File: src/rtl/booth_mul_pkg.sv
package booth_mul_pkg;

    typedef enum logic [1:0] {
        ST_IDLE  = 2'd0,
        ST_ITER  = 2'd1,
        ST_FINAL = 2'd2
    } mul_state_e;

    typedef struct packed {
        logic neg;
        logic one;
        logic two;
    } booth_digit_t;

    // Window is {upper, middle, lower} multiplier bits.
    function automatic booth_digit_t booth_recode(input logic [2:0] win);
        booth_digit_t dg;
        dg = '0;
        case (win)
            3'b001, 3'b010: dg.one = 1'b1;
            3'b011:         dg.two = 1'b1;
            3'b100: begin
                dg.two = 1'b1;
                dg.neg = 1'b1;
            end
            3'b101, 3'b110: begin
                dg.one = 1'b1;
                dg.neg = 1'b1;
            end
            default:        dg = '0;
        endcase
        return dg;
    endfunction

endpackage

File: src/rtl/booth_sel.sv
module booth_sel
    import booth_mul_pkg::*;
#(
    parameter int W = 16
) (
    input  logic         clk,
    input  logic         rst_n,
    input  logic [W-1:0] mcand,
    input  logic [2:0]   win,
    output logic [W+1:0] mult,
    output logic         inj
);
    localparam int MW = W + 2;

    booth_digit_t dg;
    logic [MW-1:0] single_v;
    logic [MW-1:0] double_v;
    logic [MW-1:0] mag;
    logic [MW-1:0] raw;

    assign dg       = booth_recode(win);
    assign single_v = {{2{mcand[W-1]}}, mcand};
    assign double_v = {mcand[W-1], mcand, 1'b0};

    genvar i;
    generate
        for (i = 0; i < MW; i++) begin : g_bit
            assign mag[i] = (dg.one & single_v[i]) | (dg.two & double_v[i]);
            assign raw[i] = mag[i] ^ dg.neg;
        end
    endgenerate

    // Sign bit flipped: every multiple becomes non-negative with a fixed offset.
    assign mult = {~raw[MW-1], raw[MW-2:0]};
    assign inj  = dg.neg;

    p_sel_onehot_r5: assert property (@(posedge clk) disable iff (!rst_n)
        $onehot0({dg.one, dg.two}));

    p_neg_nonzero_r5: assert property (@(posedge clk) disable iff (!rst_n)
        dg.neg |-> (dg.one | dg.two));

endmodule

File: src/rtl/csa_row.sv
module csa_row #(
    parameter int N = 8
) (
    input  logic [N-1:0] x,
    input  logic [N-1:0] y,
    input  logic [N-1:0] z,
    output logic [N-1:0] s,
    output logic [N-1:0] c
);
    genvar i;
    generate
        for (i = 0; i < N; i++) begin : g_fa
            assign s[i] = x[i] ^ y[i] ^ z[i];
            assign c[i] = (x[i] & y[i]) | (x[i] & z[i]) | (y[i] & z[i]);
        end
    endgenerate
endmodule

File: src/rtl/booth_resolve.sv
module booth_resolve #(
    parameter int W = 16
) (
    input  logic [W-1:0] s_hi,
    input  logic [W-1:0] c_hi,
    input  logic         cy,
    output logic [W-1:0] hi
);
    // Offset left by the flipped sign bits, seen from the upper half:
    // ones at odd positions. Its complement (ones at even positions) plus one
    // subtracts it.
    logic [W-1:0] offs_inv;
    logic [W-1:0] rs;
    logic [W-1:0] rc;
    logic [W-1:0] rc_sh;
    logic         unused_top;

    genvar i;
    generate
        for (i = 0; i < W; i++) begin : g_k
            assign offs_inv[i] = ((i % 2) == 0) ? 1'b1 : 1'b0;
        end
    endgenerate

    csa_row #(.N(W)) u_fix (
        .x (s_hi),
        .y (c_hi),
        .z (offs_inv),
        .s (rs),
        .c (rc)
    );

    assign rc_sh      = {rc[W-2:0], 1'b1};
    assign unused_top = rc[W-1];
    assign hi         = rs + rc_sh + {{(W-1){1'b0}}, cy};

endmodule

File: src/rtl/booth_csa_mul.sv
module booth_csa_mul
    import booth_mul_pkg::*;
#(
    parameter int W = 16
) (
    input  logic           clk,
    input  logic           rst_n,
    input  logic           start,
    input  logic [W-1:0]   mcand,
    input  logic [W-1:0]   mplier,
    output logic           busy,
    output logic           done,
    output logic [2*W-1:0] product
);
    localparam int NDIG = W / 2;
    localparam int AW   = W + 3;
    localparam int CNTW = $clog2(NDIG + 1);
    localparam logic [CNTW-1:0] LAST = CNTW'(NDIG - 1);

    typedef struct packed {
        mul_state_e     st;
        logic [W-1:0]   a;
        logic [W-1:0]   x;
        logic           xprev;
        logic [AW-1:0]  s;
        logic [AW-1:0]  c;
        logic           cy;
        logic [W-1:0]   lo;
        logic [CNTW-1:0] cnt;
        logic [2*W-1:0] prod;
        logic           done;
    } mul_regs_t;

    mul_regs_t q_q, q_d;

    logic [W+1:0]  mult;
    logic          inj;
    logic [AW-1:0] csum;
    logic [AW-1:0] ccar;
    logic [AW-1:0] ccar_sh;
    logic [2:0]    low3;
    logic [W-1:0]  hi;

    booth_sel #(.W(W)) u_sel (
        .clk   (clk),
        .rst_n (rst_n),
        .mcand (q_q.a),
        .win   ({q_q.x[1], q_q.x[0], q_q.xprev}),
        .mult  (mult),
        .inj   (inj)
    );

    csa_row #(.N(AW)) u_acc (
        .x (q_q.s),
        .y (q_q.c),
        .z ({1'b0, mult}),
        .s (csum),
        .c (ccar)
    );

    // Negative-digit +1 goes into the empty lowest slot of the shifted carries.
    assign ccar_sh = {ccar[AW-2:0], inj};
    assign low3    = {1'b0, csum[1:0]} + {1'b0, ccar_sh[1:0]} + {2'b00, q_q.cy};

    booth_resolve #(.W(W)) u_res (
        .s_hi (q_q.s[W-1:0]),
        .c_hi (q_q.c[W-1:0]),
        .cy   (q_q.cy),
        .hi   (hi)
    );

    always_comb begin
        q_d      = q_q;
        q_d.done = 1'b0;
        case (q_q.st)
            ST_IDLE: begin
                if (start) begin
                    q_d.st    = ST_ITER;
                    q_d.a     = mcand;
                    q_d.x     = mplier;
                    q_d.xprev = 1'b0;
                    q_d.s     = '0;
                    q_d.c     = '0;
                    q_d.cy    = 1'b0;
                    q_d.lo    = '0;
                    q_d.cnt   = '0;
                end
            end
            ST_ITER: begin
                q_d.s     = {2'b00, csum[AW-1:2]};
                q_d.c     = {2'b00, ccar_sh[AW-1:2]};
                q_d.cy    = low3[2];
                q_d.lo    = {low3[1:0], q_q.lo[W-1:2]};
                q_d.xprev = q_q.x[1];
                q_d.x     = {{2{q_q.x[W-1]}}, q_q.x[W-1:2]};
                q_d.cnt   = q_q.cnt + 1'b1;
                if (q_q.cnt == LAST) begin
                    q_d.st = ST_FINAL;
                end
            end
            ST_FINAL: begin
                q_d.prod = {hi, q_q.lo};
                q_d.done = 1'b1;
                q_d.st   = ST_IDLE;
            end
            default: q_d.st = ST_IDLE;
        endcase
    end

    always_ff @(posedge clk or negedge rst_n) begin
        if (!rst_n) begin
            q_q <= '0;
        end else begin
            q_q <= q_d;
        end
    end

    assign busy    = (q_q.st != ST_IDLE);
    assign done    = q_q.done;
    assign product = q_q.prod;

    p_no_overflow_r6: assert property (@(posedge clk) disable iff (!rst_n)
        (q_q.st == ST_ITER) |-> !ccar[AW-1]);

    p_done_pulse_r2: assert property (@(posedge clk) disable iff (!rst_n)
        done |=> !done);

    p_final_then_done_r2: assert property (@(posedge clk) disable iff (!rst_n)
        (q_q.st == ST_FINAL) |=> done);

    p_busy_on_start_r3: assert property (@(posedge clk) disable iff (!rst_n)
        (!busy && start) |=> busy);

    p_start_ignored_r3: assert property (@(posedge clk) disable iff (!rst_n)
        (busy && start) |=> $stable(q_q.a));

    p_product_hold_r7: assert property (@(posedge clk) disable iff (!rst_n)
        !q_d.done |=> $stable(product));

endmodule

File: config.mk
export PLATFORM = sky130hd
export DESIGN_NAME = booth_csa_mul
export DESIGN_NICKNAME = d
export VERILOG_FILES = /design/src/rtl/booth_mul_pkg.sv /design/src/rtl/booth_sel.sv /design/src/rtl/csa_row.sv /design/src/rtl/booth_resolve.sv /design/src/rtl/booth_csa_mul.sv
export SDC_FILE = /design/constraint.sdc
export NUM_CORES = 1
export LEC_CHECK = 0
export ABC_CLOCK_PERIOD_IN_PS = 4900
export BUFFER_PORTS_ARGS = -buffer_cell sky130_fd_sc_hd__buf_2
export CORE_MARGIN = 1.5
export CORE_UTILIZATION = 40
export CTS_BUF_LIST = sky130_fd_sc_hd__clkbuf_2
export CTS_CLUSTER_DIAMETER = 120
export DETAILED_ROUTE_END_ITERATION = 16
export PLACE_DENSITY = 0.66
export RECOVER_POWER = 50
export SLEW_MARGIN = 20
export SYNTH_ARGS = -nofsm -noshare
export SYNTH_HDL_FRONTEND = slang
export SYNTH_SLANG_ARGS = --single-unit
File: constraint.sdc
create_clock -name clk -period 4.9 [get_ports clk]
set_input_delay 0.98 -clock clk [delete_from_list [all_inputs] [get_ports clk]]
set_output_delay 0.98 -clock clk [all_outputs]
set_load 0.1 [all_outputs]
# After elaboration in Yosys (flattened, before gate mapping)
# Cells that the tools add are included.
dict set report classes {
  n_addsub 5
  eq_ne 11
  muxes 8
  bitwise_logic 218
  n_reduce_logical 10
}
# op count
set ops {}
lappend ops {{$pmux 76 s2} 1}
lappend ops {{$mux 94} 1}
lappend ops {{$and 1x1->1} 86}
lappend ops {{$or 1x1->1} 68}
lappend ops {{$xor 1x1->1} 54}
lappend ops {{$add 16x1->16} 1}
lappend ops {{$add 16x16->16} 1}
lappend ops {{$not 1->1} 10}
lappend ops {{$eq 3x3->1 const B} 3}
lappend ops {{$eq 3x2->1 const B} 2}
lappend ops {{$reduce_and 2->1} 3}
lappend ops {{$add 4x1->4 const B} 1}
lappend ops {{$eq 4x3->1 const B} 1}
lappend ops {{$mux 1} 4}
lappend ops {{$ne 2x2->1 const B} 2}
lappend ops {{$pmux 2 s2} 1}
lappend ops {{$reduce_bool 2->1} 2}
lappend ops {{$reduce_or 4->1} 1}
lappend ops {{$add 2x2->3} 1}
lappend ops {{$add 3x1->3} 1}
lappend ops {{$eq 3x1->1 const B} 1}
lappend ops {{$reduce_and 3->1} 1}
lappend ops {{$reduce_or 3->1} 1}
lappend ops {{$eq 2x1->1 const B} 1}
lappend ops {{other kinds (4)} 4}
dict set report word_totals {
  register_bits 127
  inputBits 35
  output_inout_bits 34
  wordCells 264
}

# Longest topological paths before layout
dict set report logic_depth {
  depth_word 11
  depth_mapped 12
  depth_no_buf 10
}

# By module
# From an unflattened synthesis, not the netlist that was laid out.
dict set report unflattened {
  hier_cells 703
  area_unflattened_um2 7230.7
}
# mod n_inst cells_each area_each_um2 seq_area_each_um2
set modules_own_cells {}
lappend modules_own_cells {booth_csa_mul 1 491 5129.9 3078.0}
lappend modules_own_cells {booth_resolve 1 109 799.5 0.0}
lappend modules_own_cells {booth_sel 1 68 600.6 0.0}
lappend modules_own_cells {{csa_row (u_acc)} 1 19 380.4 0.0}
lappend modules_own_cells {{csa_row (u_res.u_fix)} 1 16 320.3 0.0}

# Least setup slack after synthesis
# Ideal clock, no wire load.
dict set report synth_path {
  kind {reg2reg}
  from {register q_q[94] in the netlist's numbering}
  to {register q_q[52] in the netlist's numbering}
  arrival_ns 2.524
  required_time_ns 4.823
  path_slack_ns 2.299
  stages_incl_launch_ff 11
  path_buffers 2
  cell_sequence {dfrtp_1 -> clkbuf_1 -> buf_1 -> xnor2_1 -> nand2_1 -> fa_1 -> inv_1 -> fa_1 -> inv_1 -> fa_1 -> o21ai_1}
}
dict set report synth_via {
  elab_chain_cells 11
  elab_cells_between_ends 27
  cone_classes {add/sub (2); eq/ne (6); mux (4); bitwise (12); reduce/logical (3)}
}
# item line_no
set synth_lines {}
lappend synth_lines {{start, declared} booth_csa_mul.sv:34} ;# mul_regs_t q_q, q_d;
lappend synth_lines {{start signal, assigned} booth_csa_mul.sv:114} ;# q_q <= q_d;
lappend synth_lines {{$eq 3x1->1, or another cell as far along} booth_mul_pkg.sv:19} ;# case (win)
lappend synth_lines {{$reduce_or 4->1 (no line)} --}
lappend synth_lines {{$mux 1} booth_mul_pkg.sv:19}
lappend synth_lines {{$and 1x1->1} booth_sel.sv:28} ;# assign mag[i] = (dg.one & single_v[i]) | (dg.two & double_v[i]);
lappend synth_lines {{$xor 1x1->1} booth_sel.sv:29} ;# assign raw[i] = mag[i] ^ dg.neg;
lappend synth_lines {{$and 1x1->1} csa_row.sv:14} ;# assign c[i] = (x[i] & y[i]) | (x[i] & z[i]) | (y[i] & z[i]);
lappend synth_lines {{$or 1x1->1 (2 in series)} csa_row.sv:14}
lappend synth_lines {{$add 2x2->3 (*)} booth_csa_mul.sv:63} ;# assign low3 = {1'b0, csum[1:0]} + {1'b0, ccar_sh[1:0]} + {2'b00, q_q.cy};
lappend synth_lines {{$add 3x1->3 (*)} booth_csa_mul.sv:63}
lappend synth_lines {{$pmux 76 s2 (*)} booth_csa_mul.sv:75} ;# case (q_q.st)
# Mark *: on every way between the ends. The rest lies on a longest branch, timed or not. The select of a mux whose other input is x is not followed.
# A chain may end at the register's enable or synchronous reset.

# Worst setup path after layout
# Same ends and word-level chain as after synthesis.

==> results.cfg <==
[status]
status = finished with violations
failed_checks = capacitance limit, slew limit

[clock_tree]
cts_root_buffer = clkbuf_2
clock_sink_count = 121
post_cts_buffers = 0
cts_tree = built
ctsHtreeMaxLevel = 4
cts_buffers = 17
clkLatencyLatePin_ns = 0.70
holdBufCountCts = 0
clkTransAtPathRegs_ns = 0.18
cts_buffer_depth = 2
cts.repair.resized = 0

[timing]
fin_skew_ns = 0.02262
max_slew_margin = -0.5354
drv_slew = 90
finalSetupViolations = 0
fin_tns_setup_ns = 0
period_share = 0.6148
min_period_ns = 3.013
rsz0062_at_grt = false
tightestPinTransition_ns = 2.303
fmax_ghz = 0.3319
finalHoldViolations = 0

[place]
gp_congestion = 0.7908
dp_hpwl_mm = 9.358
io_buffers = 68

[floorplanning]
core_sq_um = 16640
row_count = 47
initial_core_util = 0.4099
die_y_um = 133.6
die-area_sq_um = 17850
dieWidth_um = 133.6
ios = 69

[critical_path]
crit_type = register to register
worstPathRequired_ns = 5.49
rr_worst_depth = 5
endpoint_kind = register
arrival_ns = 3.61
critical_path.startpoint = q_q[94]
worstPathCellList = nor2_1 -> a211oi_1 -> fa_1 -> fa_1 -> o21ai_1
crit_top_cell = fa_1
cp-start-kind = register
critPathMaxStageDelay_ns = 0.99
critPathMaxFanout = 23
cpMaxStageDelayCell = dfrtp_1
r2r_start = q_q[94]

[synth]
ys_types = 50
synth_largest_area_cell = dfrtp_1
synth_common_cells = nand2_1 (188), dfrtp_1 (121), inv_1 (56)
ys_async_sr_fraction = 1.000
synth_cells = 769
synth-edff-count = 0
ys_top_cells_by_area = dfrtp_1 (44%), nand2_1 (10%), ha_1 (5.9%)
ys_seq_area_frac = 0.4439
synth_ff_type = dfrtp_1
syn_avg_cell_area_sq_um = 8.871
yosysMostFrequentCell = nand2_1
ys_ff_latch = 121
netlist_area_sq_um = 6822
synth_top_area_share = 0.4439
syn_nets = 855
ys_warn_count = 0

[final_layout]
drive_above_1_share = 0.1388
nets = 873
nFillCells = 1682
synthToLayoutAreaGrowth_pct = 7.025

[grt]
antenna_found_initial = 1
grt-ovfl-total = 0
grt_max_degree = 76
grt_pass1_wl_mm = 23.11
track_usage = 0.1618
grt_pass1_vias = 4768

[drt]
wl_per_cell_um = 12.95
ant_nets = 0
drt_wl_total_mm = 13.22
route.vias.total = 4943
drc = 0
first_pass_iters = 5
drt-initial-drc-count = 295
viasPerCell = 4.841

[hold_path]
worstHoldPathType = input pin to asynchronous set/reset pin

[run]
max_cap_violations = 3
## through the flow
stage | utilization | cell area (sq um) | worst slack (ns) | hold WS, ns | instances
global route | 0.4387 | 7301 | 1.608 | 0.3661 | 1021
detailed placement | 0.4262 | 7093 | 1.881 | 0.4570 | 988
CTS | 0.4396 | 7316 | 1.858 | 0.3382 | 1020
finish | 0.4387 | 7301 | 1.887 | 0.3589 | 1021
floorplan | - | 6822 | 2.299 | 0.4374 | 769
global placement | 0.4262 | 7093 | 1.904 | 0.4562 | 988
## cells by family (layout without fill, tap and decap cells)
group,Yosys count,in the layout,share of synthesized area
AND/OR/NAND/NOR,297,297,0.1827
AO/OA/AOI/OAI,141,141,0.1333
buffers and inverters,132,163,0.09061
flip-flops,121,121,0.4439
adder cells (fa/ha/maj),51,51,0.1145
XOR/XNOR,25,25,0.03210
multiplexers,2,2,0.002935
other,0,1,0
## flip-flops by register name, indices dropped and copies added, names as in the netlist
signal,count
q_q,88
done,1
product,32
## per-layer routing
metal	part of all wire	vias to the layer above	GRT usage
met5	0	-	0
met4	0.012	0	0.05797
met3	0.045	13	0.03349
met2	0.41	87	0.2358
met1	0.53	2304	0.2375
li1	-	2539	-
## cell usage in the layout, fill, tap and decap left out, types with 2 or more instances in the layout
cell	instances
nor2b_1	2
xnor2_1	20
dfrtp_1	121
clkbuf_1	4
fa_1	19
o21ai_1	26
inv_1	56
nand2_1	188
clkinv_2	3
a221o_1	2
buf_2	67
bufinv_16	2
and3_1	3
a211oi_1	16
and2_1	4
o31ai_1	6
ha_1	32
a22oi_1	14
clkbuf_2	18
xor2_1	5
a21o_1	3
or2_1	2
or4_1	2
buf_4	4
nand2b_2	2
clkinvlp_4	5
nand4_1	5
a21oi_1	13
a211o_1	2
o21ai_0	43
nand3_1	41
a31oi_1	3
mux2i_1	2
nor3_1	3
nor2_1	38
clkinv_1	3
## layout make-up
cell class                      count  area (sq um)  area share
Antenna cell                        1         2.502   0.0003428
Multi-Input combinational cell    516          3182      0.4358
Tap cell                          220         275.3     0.03770
Clock buffer                       18         90.09     0.01234
Timing Repair Buffer               75         380.4     0.05210
Clock inverter                     14         132.6     0.01817
Sequential cell                   121          3028      0.4147
Inverter                           56         210.2     0.02879
## final timing paths
| check | end | slack [ns] |
|---|---|---|
| setup / recovery | q_q[52] | 1.89 |
| hold / removal | q_q[65] | 0.36 |
| setup reg to reg | q_q[52] | 1.89 |
| hold reg to reg | product[6] | 0.49 |
| max in group asynchronous | q_q[36] | 2.68 |
| min in group clk | q_q[112] | 0.47 |
## worst max-delay path: cells and delay by family, from the launching register on
kind	cells	cell delay, ns
DFF	1	0.99
and+or+nand+nor	1	0.46
adders and majority gates	2	1.00
AOI/OAI and AO/OA	2	0.47
Power is left out: the tool's default activity adds up to more than one toggle a clock period on the data nets, which glitch-free logic cannot reach.
